$ cat config.mk
export PLATFORM = sky130hd
export DESIGN_NAME = isa_target_responder
export DESIGN_NICKNAME = d
export VERILOG_FILES = /design/src/rtl/isa_resp_pkg.sv /design/src/rtl/isa_resp_datapath.sv /design/src/rtl/isa_resp_ctrl.sv /design/src/rtl/isa_target_responder.sv
export SDC_FILE = /design/constraint.sdc
export NUM_CORES = 1
export LEC_CHECK = 0
export BUFFER_PORTS_ARGS = -buffer_cell sky130_fd_sc_hd__buf_2
export CAP_MARGIN = 20
export CORE_AREA = 2 2 39 41
export DETAILED_ROUTE_END_ITERATION = 16
export DIE_AREA = 0 0 41 43
export SLEW_MARGIN = 15
export SYNTH_ARGS = -nofsm -noshare
export SYNTH_HDL_FRONTEND = slang
export SYNTH_SLANG_ARGS = --single-unit
$ cat constraint.sdc
create_clock -name clk -period 2.45 [get_ports clk]
set_input_delay 0.245 -clock clk [delete_from_list [all_inputs] [get_ports clk]]
set_output_delay 0.245 -clock clk [all_outputs]
set_load 0.02 [all_outputs]
$ cat src/rtl/isa_resp_pkg.sv
package isa_resp_pkg;

  // Strobes from the control module into the datapath.
  typedef struct packed {
    logic loadCnt;  // first cycle of an access: load the wait count
    logic decCnt;   // access continues and count not yet spent
    logic clrCnt;   // no access: park the counter at zero
    logic setErr;   // back-end reported a fatal error
  } ctrlStrobes_t;

  // Decode results from the datapath back to the control module.
  typedef struct packed {
    logic ioHit;
    logic memHit;
    logic cntZero;
    logic errFlag;
  } dpStatus_t;

endpackage

$ cat src/rtl/isa_resp_datapath.sv
module isa_resp_datapath
  import isa_resp_pkg::*;
#(
  parameter logic [15:0] IO_BASE     = 16'h0300,
  parameter int          IO_SIZE     = 16,
  parameter logic [6:0]  MEM_BLOCK   = 7'h06,
  parameter int          WAIT_STATES = 3
) (
  input  logic         clk,
  input  logic         resetDrv,
  input  logic [15:0]  sysAddr,
  input  logic [6:0]   latchAddr,
  input  ctrlStrobes_t strobes,
  output dpStatus_t    status
);

  localparam int          CNT_W    = (WAIT_STATES < 1) ? 1 : $clog2(WAIT_STATES + 1);
  localparam logic [15:0] IO_MASK  = ~16'(IO_SIZE - 1);
  localparam logic [CNT_W-1:0] LOAD_VAL = (WAIT_STATES == 0) ? '0 : CNT_W'(WAIT_STATES - 1);

  logic [CNT_W-1:0] waitCnt;
  logic             errLatch;
  logic             ioMatch;
  logic             memMatch;

  // Address compares: I/O window on the unlatched low address, memory
  // block on the latched high address, no strobe qualification here.
  always_comb begin
    ioMatch  = ((sysAddr & IO_MASK) == (IO_BASE & IO_MASK));
    memMatch = (latchAddr == MEM_BLOCK);
  end

  // Wait counter: clear has priority, then load, then count down.
  always_ff @(posedge clk or posedge resetDrv) begin
    if (resetDrv) begin
      waitCnt <= '0;
    end else if (strobes.clrCnt) begin
      waitCnt <= '0;
    end else if (strobes.loadCnt) begin
      waitCnt <= LOAD_VAL;
    end else if (strobes.decCnt && (waitCnt != '0)) begin
      waitCnt <= waitCnt - 1'b1;
    end
  end

  // Sticky error flag, only bus reset clears it.
  always_ff @(posedge clk or posedge resetDrv) begin
    if (resetDrv) begin
      errLatch <= 1'b0;
    end else if (strobes.setErr) begin
      errLatch <= 1'b1;
    end
  end

  always_comb begin
    status.ioHit   = ioMatch;
    status.memHit  = memMatch;
    status.cntZero = (waitCnt == '0);
    status.errFlag = errLatch;
  end

endmodule

$ cat src/rtl/isa_resp_ctrl.sv
module isa_resp_ctrl
  import isa_resp_pkg::*;
#(
  parameter int WAIT_STATES = 3
) (
  input  logic         clk,
  input  logic         resetDrv,
  input  logic         addrEnable,
  input  logic         ioRdN,
  input  logic         ioWrN,
  input  logic         memRdN,
  input  logic         memWrN,
  input  logic         localReady,
  input  logic         localFatal,
  input  dpStatus_t    status,
  output ctrlStrobes_t strobes,
  output logic         io16Oe,
  output logic         mem16Oe,
  output logic         zeroWsOe,
  output logic         chanRdyOe,
  output logic         chanChkOe
);

  localparam logic START_HOLD = (WAIT_STATES != 0);

  logic accPrev;
  logic ioStrobe;
  logic memStrobe;
  logic ioAccess;
  logic memAccess;
  logic accActive;
  logic accStart;
  logic rdyHold;

  always_comb begin
    ioStrobe  = !ioRdN || !ioWrN;
    memStrobe = !memRdN || !memWrN;
    // A DMA cycle (address enable high) never starts an I/O access.
    ioAccess  = !addrEnable && status.ioHit && ioStrobe;
    memAccess = status.memHit && memStrobe;
    accActive = ioAccess || memAccess;
    accStart  = accActive && !accPrev;
  end

  // Remember whether an access was under way at the last edge.
  always_ff @(posedge clk or posedge resetDrv) begin
    if (resetDrv) begin
      accPrev <= 1'b0;
    end else begin
      accPrev <= accActive;
    end
  end

  // Ready is held on the first cycle (the counter is not loaded yet),
  // then while the counter runs, and whenever the back-end is not ready.
  always_comb begin
    rdyHold = accActive && ((accStart ? START_HOLD : !status.cntZero) || !localReady);
  end

  always_comb begin
    strobes.loadCnt = accStart;
    strobes.decCnt  = accActive && !accStart && !status.cntZero;
    strobes.clrCnt  = !accActive;
    strobes.setErr  = localFatal;
  end

  // Open-collector enables; bus reset releases every one of them.
  always_comb begin
    io16Oe    = !resetDrv && !addrEnable && status.ioHit;
    mem16Oe   = !resetDrv && status.memHit;
    chanRdyOe = !resetDrv && rdyHold;
    // Early termination only for memory cycles, never in DMA, never
    // while ready is being held.
    zeroWsOe  = !resetDrv && !addrEnable && memAccess && !rdyHold;
    chanChkOe = !resetDrv && status.errFlag;
  end

endmodule

$ cat src/rtl/isa_target_responder.sv
module isa_target_responder
  import isa_resp_pkg::*;
#(
  parameter logic [15:0] IO_BASE     = 16'h0300,
  parameter int          IO_SIZE     = 16,
  parameter logic [6:0]  MEM_BLOCK   = 7'h06,
  parameter int          WAIT_STATES = 3
) (
  input  logic        clk,
  input  logic        resetDrv,
  input  logic [15:0] sysAddr,
  input  logic [6:0]  latchAddr,
  input  logic        addrEnable,
  input  logic        ioRdN,
  input  logic        ioWrN,
  input  logic        memRdN,
  input  logic        memWrN,
  input  logic        localReady,
  input  logic        localFatal,
  output logic        io16Oe,
  output logic        mem16Oe,
  output logic        zeroWsOe,
  output logic        chanRdyOe,
  output logic        chanChkOe
);

  ctrlStrobes_t strobes;
  dpStatus_t    status;

  isa_resp_datapath #(
    .IO_BASE    (IO_BASE),
    .IO_SIZE    (IO_SIZE),
    .MEM_BLOCK  (MEM_BLOCK),
    .WAIT_STATES(WAIT_STATES)
  ) i_datapath (
    .clk      (clk),
    .resetDrv (resetDrv),
    .sysAddr  (sysAddr),
    .latchAddr(latchAddr),
    .strobes  (strobes),
    .status   (status)
  );

  isa_resp_ctrl #(
    .WAIT_STATES(WAIT_STATES)
  ) i_ctrl (
    .clk       (clk),
    .resetDrv  (resetDrv),
    .addrEnable(addrEnable),
    .ioRdN     (ioRdN),
    .ioWrN     (ioWrN),
    .memRdN    (memRdN),
    .memWrN    (memWrN),
    .localReady(localReady),
    .localFatal(localFatal),
    .status    (status),
    .strobes   (strobes),
    .io16Oe    (io16Oe),
    .mem16Oe   (mem16Oe),
    .zeroWsOe  (zeroWsOe),
    .chanRdyOe (chanRdyOe),
    .chanChkOe (chanChkOe)
  );

endmodule

==> summary.txt, run 1 <==
Power and ir drop
  • Seq pwr share: a little over a third
  • Static Leakage: roughly 0.00029 uW
  • Psw: 43.3 uW
  • Sw frac: 23.2%
  • PwrDens: ~340 nW/um2
  • Worst vdd ir: between 200 and 250 uV
  • Comb pwr share: roughly 20%
  • Internal: between 100 and 150 uW
  • Clock power share: 43.7%

Worst setup path
  • Buf+Inv Stages, Crit Path: 3
  • Largest stage delay on the critical path: 0.53 ns
  • Largest delay contributor family on the critical path: buffers and inverters
  • Reg2reg path depth: 4
  • Critical path's slowest cell: dlygate4sd3_1
  • Cell Chain, Critical Path: dlygate4sd3_1 > buf_2 > nor2_1 > and4_2 > buf_2
  • Crit path top cell by count: buf_2
  • FF-to-FF End: i_datapath.waitCnt[1]
  • Worst EP arrival: 1.42 ns
  • Crit Path Max Fanout: 4
  • Reg-to-reg slack, setup: ~1.2 ns
  • Critical Path End Type: primary output
  • Crit path launch type: primary input
  • Crit path kind: in -> out
  • Reg-to-Reg Start: i_datapath.waitCnt[0]
  • Required time of the critical path: ~2.2 ns

Timing
  • Setup tns final: 0 ns
  • Final setup violation count: 0
  • Slew HR: between 80 and 90%
  • Unrepaired setup endpoints after global routing: no
  • Hold Vio Cnt, Final: 0
  • Achievable Freq: ~0.60 GHz
  • Fin crit share: 68.0%
  • Count of pins over their slew limit: 0
  • Final worst path period need: around 1.7 ns
  • Worst-Margin Slew: between 0.2 and 0.3 ns
  • Clock Skews: about 0.0090 ns
  • WHS: a little under 0.2 ns

Routing
  • First-pass iteration count of the detailed router: 2
  • Routed wl met3: between 80 and 90 um
  • Number of remaining DRC errors: 0
  • Length of routed met2 wiring: approximately 470 um
  • Vias: 378
  • ANT nets after route: 0
  • WL final: 810 um
  • Detailed Route Iter0 Violations: 2
  • Wl on met1: around 260 um
  • DR vias/cell: 4.55
  • Top Layer Used: met3
  • Drt wl/cell: roughly 9.8 um

Hold path
  • Hold path startpoint: localFatal
  • Worst Hold Depth: 2
  • Hold endpoint: i_datapath.errLatch
  • Worst Hold Class: in -> reg

Synthesis
  • Post-synth EDFFs: 0
  • Cell with the most instances after synthesis: dfrtp_1
  • Top FF cell, synth: dfrtp_1
  • Syn Inst Count: 31
  • Syn_nets: 64
  • Largest family of logic cells by synthesized area: simple AND/OR/NAND/NOR gates
  • Area of the mapped netlist: 333 um2
  • Asr flop ratio synth: 100%
  • Synth area leaders: dfrtp_1 30%, nor4_4 13%, nor4b_2 4.5%
  • Post-synth top cells: 4 x dfrtp_1, 3 x inv_1, 3 x nand2_1
  • Synth Area in Compound Gates: roughly 9%
  • Seq/Total Area, Yosys: 30.1%
  • Netlist cell types: 21
  • Post-Synth Simple-Gate Area: between 40% and 50%
  • Post-synthesis adder-cell area fraction: around 3.8%
  • Mux cell area share after synthesis: 3.38%
  • Register bit count reported by yosys: 4
  • Syn Area/Cell: approximately 11 um2
  • YS warnings: 0
  • Synth top area share: 30.1%
  • Post-Synth XOR/XNOR Area: about 2.6%
  • Area leader, netlist: dfrtp_1

Finish
  • Fraction of layout instances using a drive strength above 1: roughly 67%
  • # nets final: just over 100
  • Synth-to-Final Area Change: 63.9%
  • Antenna Cells: 0

Clocking
  • Clock Pin Slew Worst Setup and Hold Paths: roughly 0.04 ns
  • Sink Count: 4
  • Skew-Pair Late Insertion Delay: between 0.2 and 0.25 ns
  • Longest Clk Path Bufs: 2
  • Post_cts resized: 0
  • CTS tree: built
  • H-tree Lvls: 1
  • Root Driver: clkbuf_4
  • Total CTS buffers: 3

Global routing
  • Vias in the first global route: around 320
  • Global route overflow: 0
  • GR Util All Layers: approximately a tenth
  • First-pass GRT wire length: roughly 1.1 mm
  • Initial antenna violation count: 0
  • Pin count of the biggest net entering global routing: 6

Floorplan
  • Core Area: around 1400 um2
  • Height of the die: about 43 um
  • Starting Density: approximately a quarter
  • Die area: 1760 um2
  • Io pins: 37
  • Site Rows: 14
  • Die W: 41 um

Flow run
  • Max Cap Viol: 0

Place
  • Port Buffers: 32
  • Dpl hpwl: approximately 740 um
  • Final Wtd Congestion: 0.682

Status
  • Status: complete, no violations
registers in the layout (all words and copies together), names as in the netlist:
register,flops
i_ctrl.accPrev,1
i_datapath.errLatch,1
i_datapath.waitCnt,2
how the worst max path moves through the flow:
stage,from,endpoint,slack (ns),cells past startpoint
final,resetDrv,io16Oe,0.78,5
after global routing,resetDrv,io16Oe,0.71,5
after CTS,i_datapath.waitCnt[0],chanRdyOe,0.76,5
after detailed placement,sysAddr[13],chanRdyOe,0.92,5
after global placement,sysAddr[13],chanRdyOe,0.93,5
after floorplan,i_datapath.waitCnt[0],chanRdyOe,1.05,4
cell families after synthesis:
kind of cell               after synthesis
xor gates and xnor gates                 1
buffers and inverters                    3
adders and majority gates                1
AOI/OAI and AO/OA                        4
and+or+nand+nor                         17
DFF                                      4
muxes                                    1
per-layer routing:
| layer | track usage, % | vias to the layer above |
|---|---|---|
| met5 | 0 | - |
| met4 | 8.00 | 0 |
| met3 | 1.57 | 0 |
| met2 | 17.2 | 17 |
| met1 | 8.47 | 173 |
| li1 | - | 188 |
area by class of cell:
type                       instances  area, um2
inverter                           3       11.3
multi-input combinational         24        221
clock buffer                       3       22.5
timing repair buffer              33        170
sequential                         4        100
tap                               16       20.0
fill                             153        838
power by group through the flow:
stage | clock network (uW) | logic [uW] | registers (uW)
after floorplan | 0 | 10.1 | 67.5
after global placement | 0 | 36.3 | 67.5
after detailed placement | 0 | 38.0 | 67.5
after CTS | 86.7 | 39.3 | 66.6
after global routing | 86.3 | 42.2 | 66.6
final | 81.4 | 38.3 | 66.6
cells in the final DEF (no fill, tap or decap), types with 2 or more instances in the layout:
master | Yosys | routed
a21oi_1 | 2 | 2
and3_1 | 2 | 2
buf_2 | 0 | 32
clkbuf_4 | 0 | 3
dfrtp_1 | 4 | 4
inv_1 | 3 | 3
nand2_1 | 3 | 3
nor4_4 | 2 | 2
stage by stage:
step | std cells | utilization (%) | worst slack, ns | total power (uW) | cell area (um2)
final | 83 | 39.4 | 0.785 | 186 | 546
after global routing | 83 | 39.4 | 0.707 | 195 | 546
after CTS | 83 | 39.4 | 0.765 | 193 | 546
after detailed placement | 79 | 37.1 | 0.924 | 105 | 513
after global placement | 79 | 37.1 | 0.925 | 104 | 513
after floorplan | 31 | - | 1.05 | 77.5 | 333
what timing repair did:
action	4_1_cts	5_1_grt
hold buffers	1	0
hold endpoints to repair	4	0
setup buffers	0	0
Note: power is estimated with default switching activity, not from simulation.
==> inputs of run 2 (changes only) <==
clock period = 1.6 ns   (was 2.45 ns; I/O delays follow)
==> summary.txt, run 2 (synthesis gave the netlist of run 1 again) <==
Routing
  • Number of remaining DRC errors: 0
  • First-pass iteration count of the detailed router: 2
  • Vias: ~370
  • DR vias/cell: roughly 4.5
  • Drt wl/cell: about 9.8 um
  • ANT nets after route: 0
  • Detailed Route Iter0 Violations: 3
  • WL final: 817 um

Floorplan
  • Starting Density: between 20% and 30%
  • Die area: around 1800 um2
  • Height of the die: ~43 um
  • Site Rows: 14
  • Core Area: 1380 um2
  • Io pins: 37
  • Die W: 41 um

Worst setup path
  • Worst EP arrival: approximately 1.4 ns
  • Required time of the critical path: roughly 1.4 ns
  • Largest stage delay on the critical path: 0.39 ns
  • CP Launch Point: i_datapath.waitCnt[0]
  • Reg-to-reg slack, setup: about 0.4 ns
  • Crit path depth: 5
  • Critical Path Sink: zeroWsOe
  • Crit path launch type: flop
  • Cell Chain, Critical Path: inv_1 > ha_2 > and3_4 > and3b_1 > buf_2
  • Critical Path End Type: primary output
  • Critical path's slowest cell: dfrtp_1
  • Crit Path Max Fanout: 3
  • FF-to-FF End: i_datapath.waitCnt[1]
  • Reg-to-Reg Start: i_datapath.waitCnt[0]
  • Reg2reg path depth: 4
  • Crit path kind: reg -> out
  • Largest delay contributor family on the critical path: flip-flops
  • Buf+Inv Stages, Crit Path: 2

Global routing
  • First-pass GRT wire length: between 1 and 1.5 mm
  • GR Util All Layers: between 10% and 20%
  • Pin count of the biggest net entering global routing: 6
  • Global route overflow: 0
  • Vias in the first global route: 335
  • Initial antenna violation count: 0

Timing
  • Slew HR: around 80%
  • Fin crit share: between 90% and 100%
  • Count of pins over their slew limit: 0
  • Setup tns final: 0 ns
  • WHS: around 0.11 ns
  • Final setup violation count: 0
  • Clock Skews: about 0.0055 ns
  • Final worst path period need: ~1.5 ns
  • Unrepaired setup endpoints after global routing: no
  • Hold Vio Cnt, Final: 0
  • Worst-Margin Slew: 0.291 ns
  • Achievable Freq: ~0.66 GHz

Power and ir drop
  • Power Total: ~290 uW
  • Internal: 219 uW
  • Psw: 66.4 uW
  • Worst vdd ir: 303 uV
  • Sw frac: a little under a quarter
  • Static Leakage: 0.000283 uW
  • Seq pwr share: roughly 36%
  • Comb pwr share: 20.6%
  • Clock power share: ~44%
  • PwrDens: between 500 and 600 nW/um2

Clocking
  • Post-CTS Setup Repair Bufs: 0
  • Skew-Pair Late Insertion Delay: around 0.23 ns
  • Root Driver: clkbuf_4
  • CTS tree: built
  • Total CTS buffers: 3
  • H-tree Lvls: 1
  • Longest Clk Path Bufs: 2
  • Sink Count: 4
  • Clock Pin Slew Worst Setup and Hold Paths: 0.04 ns

Finish
  • Most frequent cells in the layout: 31 x buf_2, 4 x dfrtp_1, 3 x nand2_1, 3 x inv_1, 3 x clkbuf_4
  • Commonest non-fill, non-tap cell in the layout: buf_2
  • Largest reg by FF count: i_datapath.waitCnt
  • Synth-to-Final Area Change: 66.9%
  • Registers with the most flip-flops: i_datapath.waitCnt (2), i_ctrl.accPrev (1), i_datapath.errLatch (1)
  • Antenna Cells: 0
  • Fillcell total: 153
  • Fraction of layout instances using a drive strength above 1: a little over two thirds
  • # nets final: ~100
  • Max FFs per register: 2

Place
  • Dpl hpwl: 746 um
  • Final Wtd Congestion: ~0.68
  • Port Buffers: 32

Status
  • Status: complete, no violations

Flow run
  • Max Cap Viol: 0

Hold path
  • Worst Hold Class: in -> reg
run 2: cell count changes in the layout (fill, tap and decap cells not counted):
cell / delta
buf_2: -1
ha_1: -1
and3_1: -1
ha_2: +1
buf_4: +1
and3_4: +1
run 2: worst min-delay path by stage:
stage                          endpoint  cells after the start  slack [ns]        from
floorplan                i_ctrl.accPrev                      1       -0.07    resetDrv
global route        i_datapath.errLatch                      2        0.11  localFatal
detailed placement  i_datapath.errLatch                      2        0.10    resetDrv
CTS                 i_datapath.errLatch                      2        0.10  localFatal
global placement    i_datapath.errLatch                      2         0.1    resetDrv
finish              i_datapath.errLatch                      2        0.11  localFatal
run 2: metrics by stage:
stage | setup WS, ns | utilization, % | std cells | cell area (um2)
2_1_floorplan | 0.284 | - | 31 | 333
3_3_place_gp | 0.245 | 37.1 | 79 | 513
3_5_place_dp | 0.245 | 37.1 | 79 | 513
4_1_cts | 0.00905 | 39.6 | 83 | 548
5_1_grt | 0.0118 | 40.1 | 83 | 556
6_report | 0.0756 | 40.1 | 83 | 556
run 2: timing repair:
| action | CTS | global route |
|---|---|---|
| gates resized for setup | 1 | 2 |
| hold buffers | 1 | 0 |
| endpoints found under the setup margin | 1 | 2 |
| endpoints found under the hold margin | 4 | 0 |
| pin swaps | 0 | 1 |
run 2: power by group through the flow:
stage	Clock [uW]	Sequential, uW	Combinational (uW)
CTS	133	102	60.0
global placement	0	103	55.6
global route	132	102	65.5
finish	125	102	58.9
floorplan	0	103	15.4
detailed placement	0	103	58.0
run 2: layout make-up:
class,instances,area [um2],area share (%)
tap,16,20.0,3.60
clock buffer,3,22.5,4.05
timing repair buffer,33,173,31.1
inverter,3,11.3,2.03
sequential,4,100,18.0
multi-input combinational,24,229,41.2
run 2: metal layers:
metal / vias to the layer above / wire, um / GRT usage, %
li1: 188 / - / -
met5: - / 0 / 0
met3: 0 / 72 / 2.09
met2: 17 / 468 / 17.8
met4: 0 / 0 / 6.00
met1: 167 / 275 / 10.1
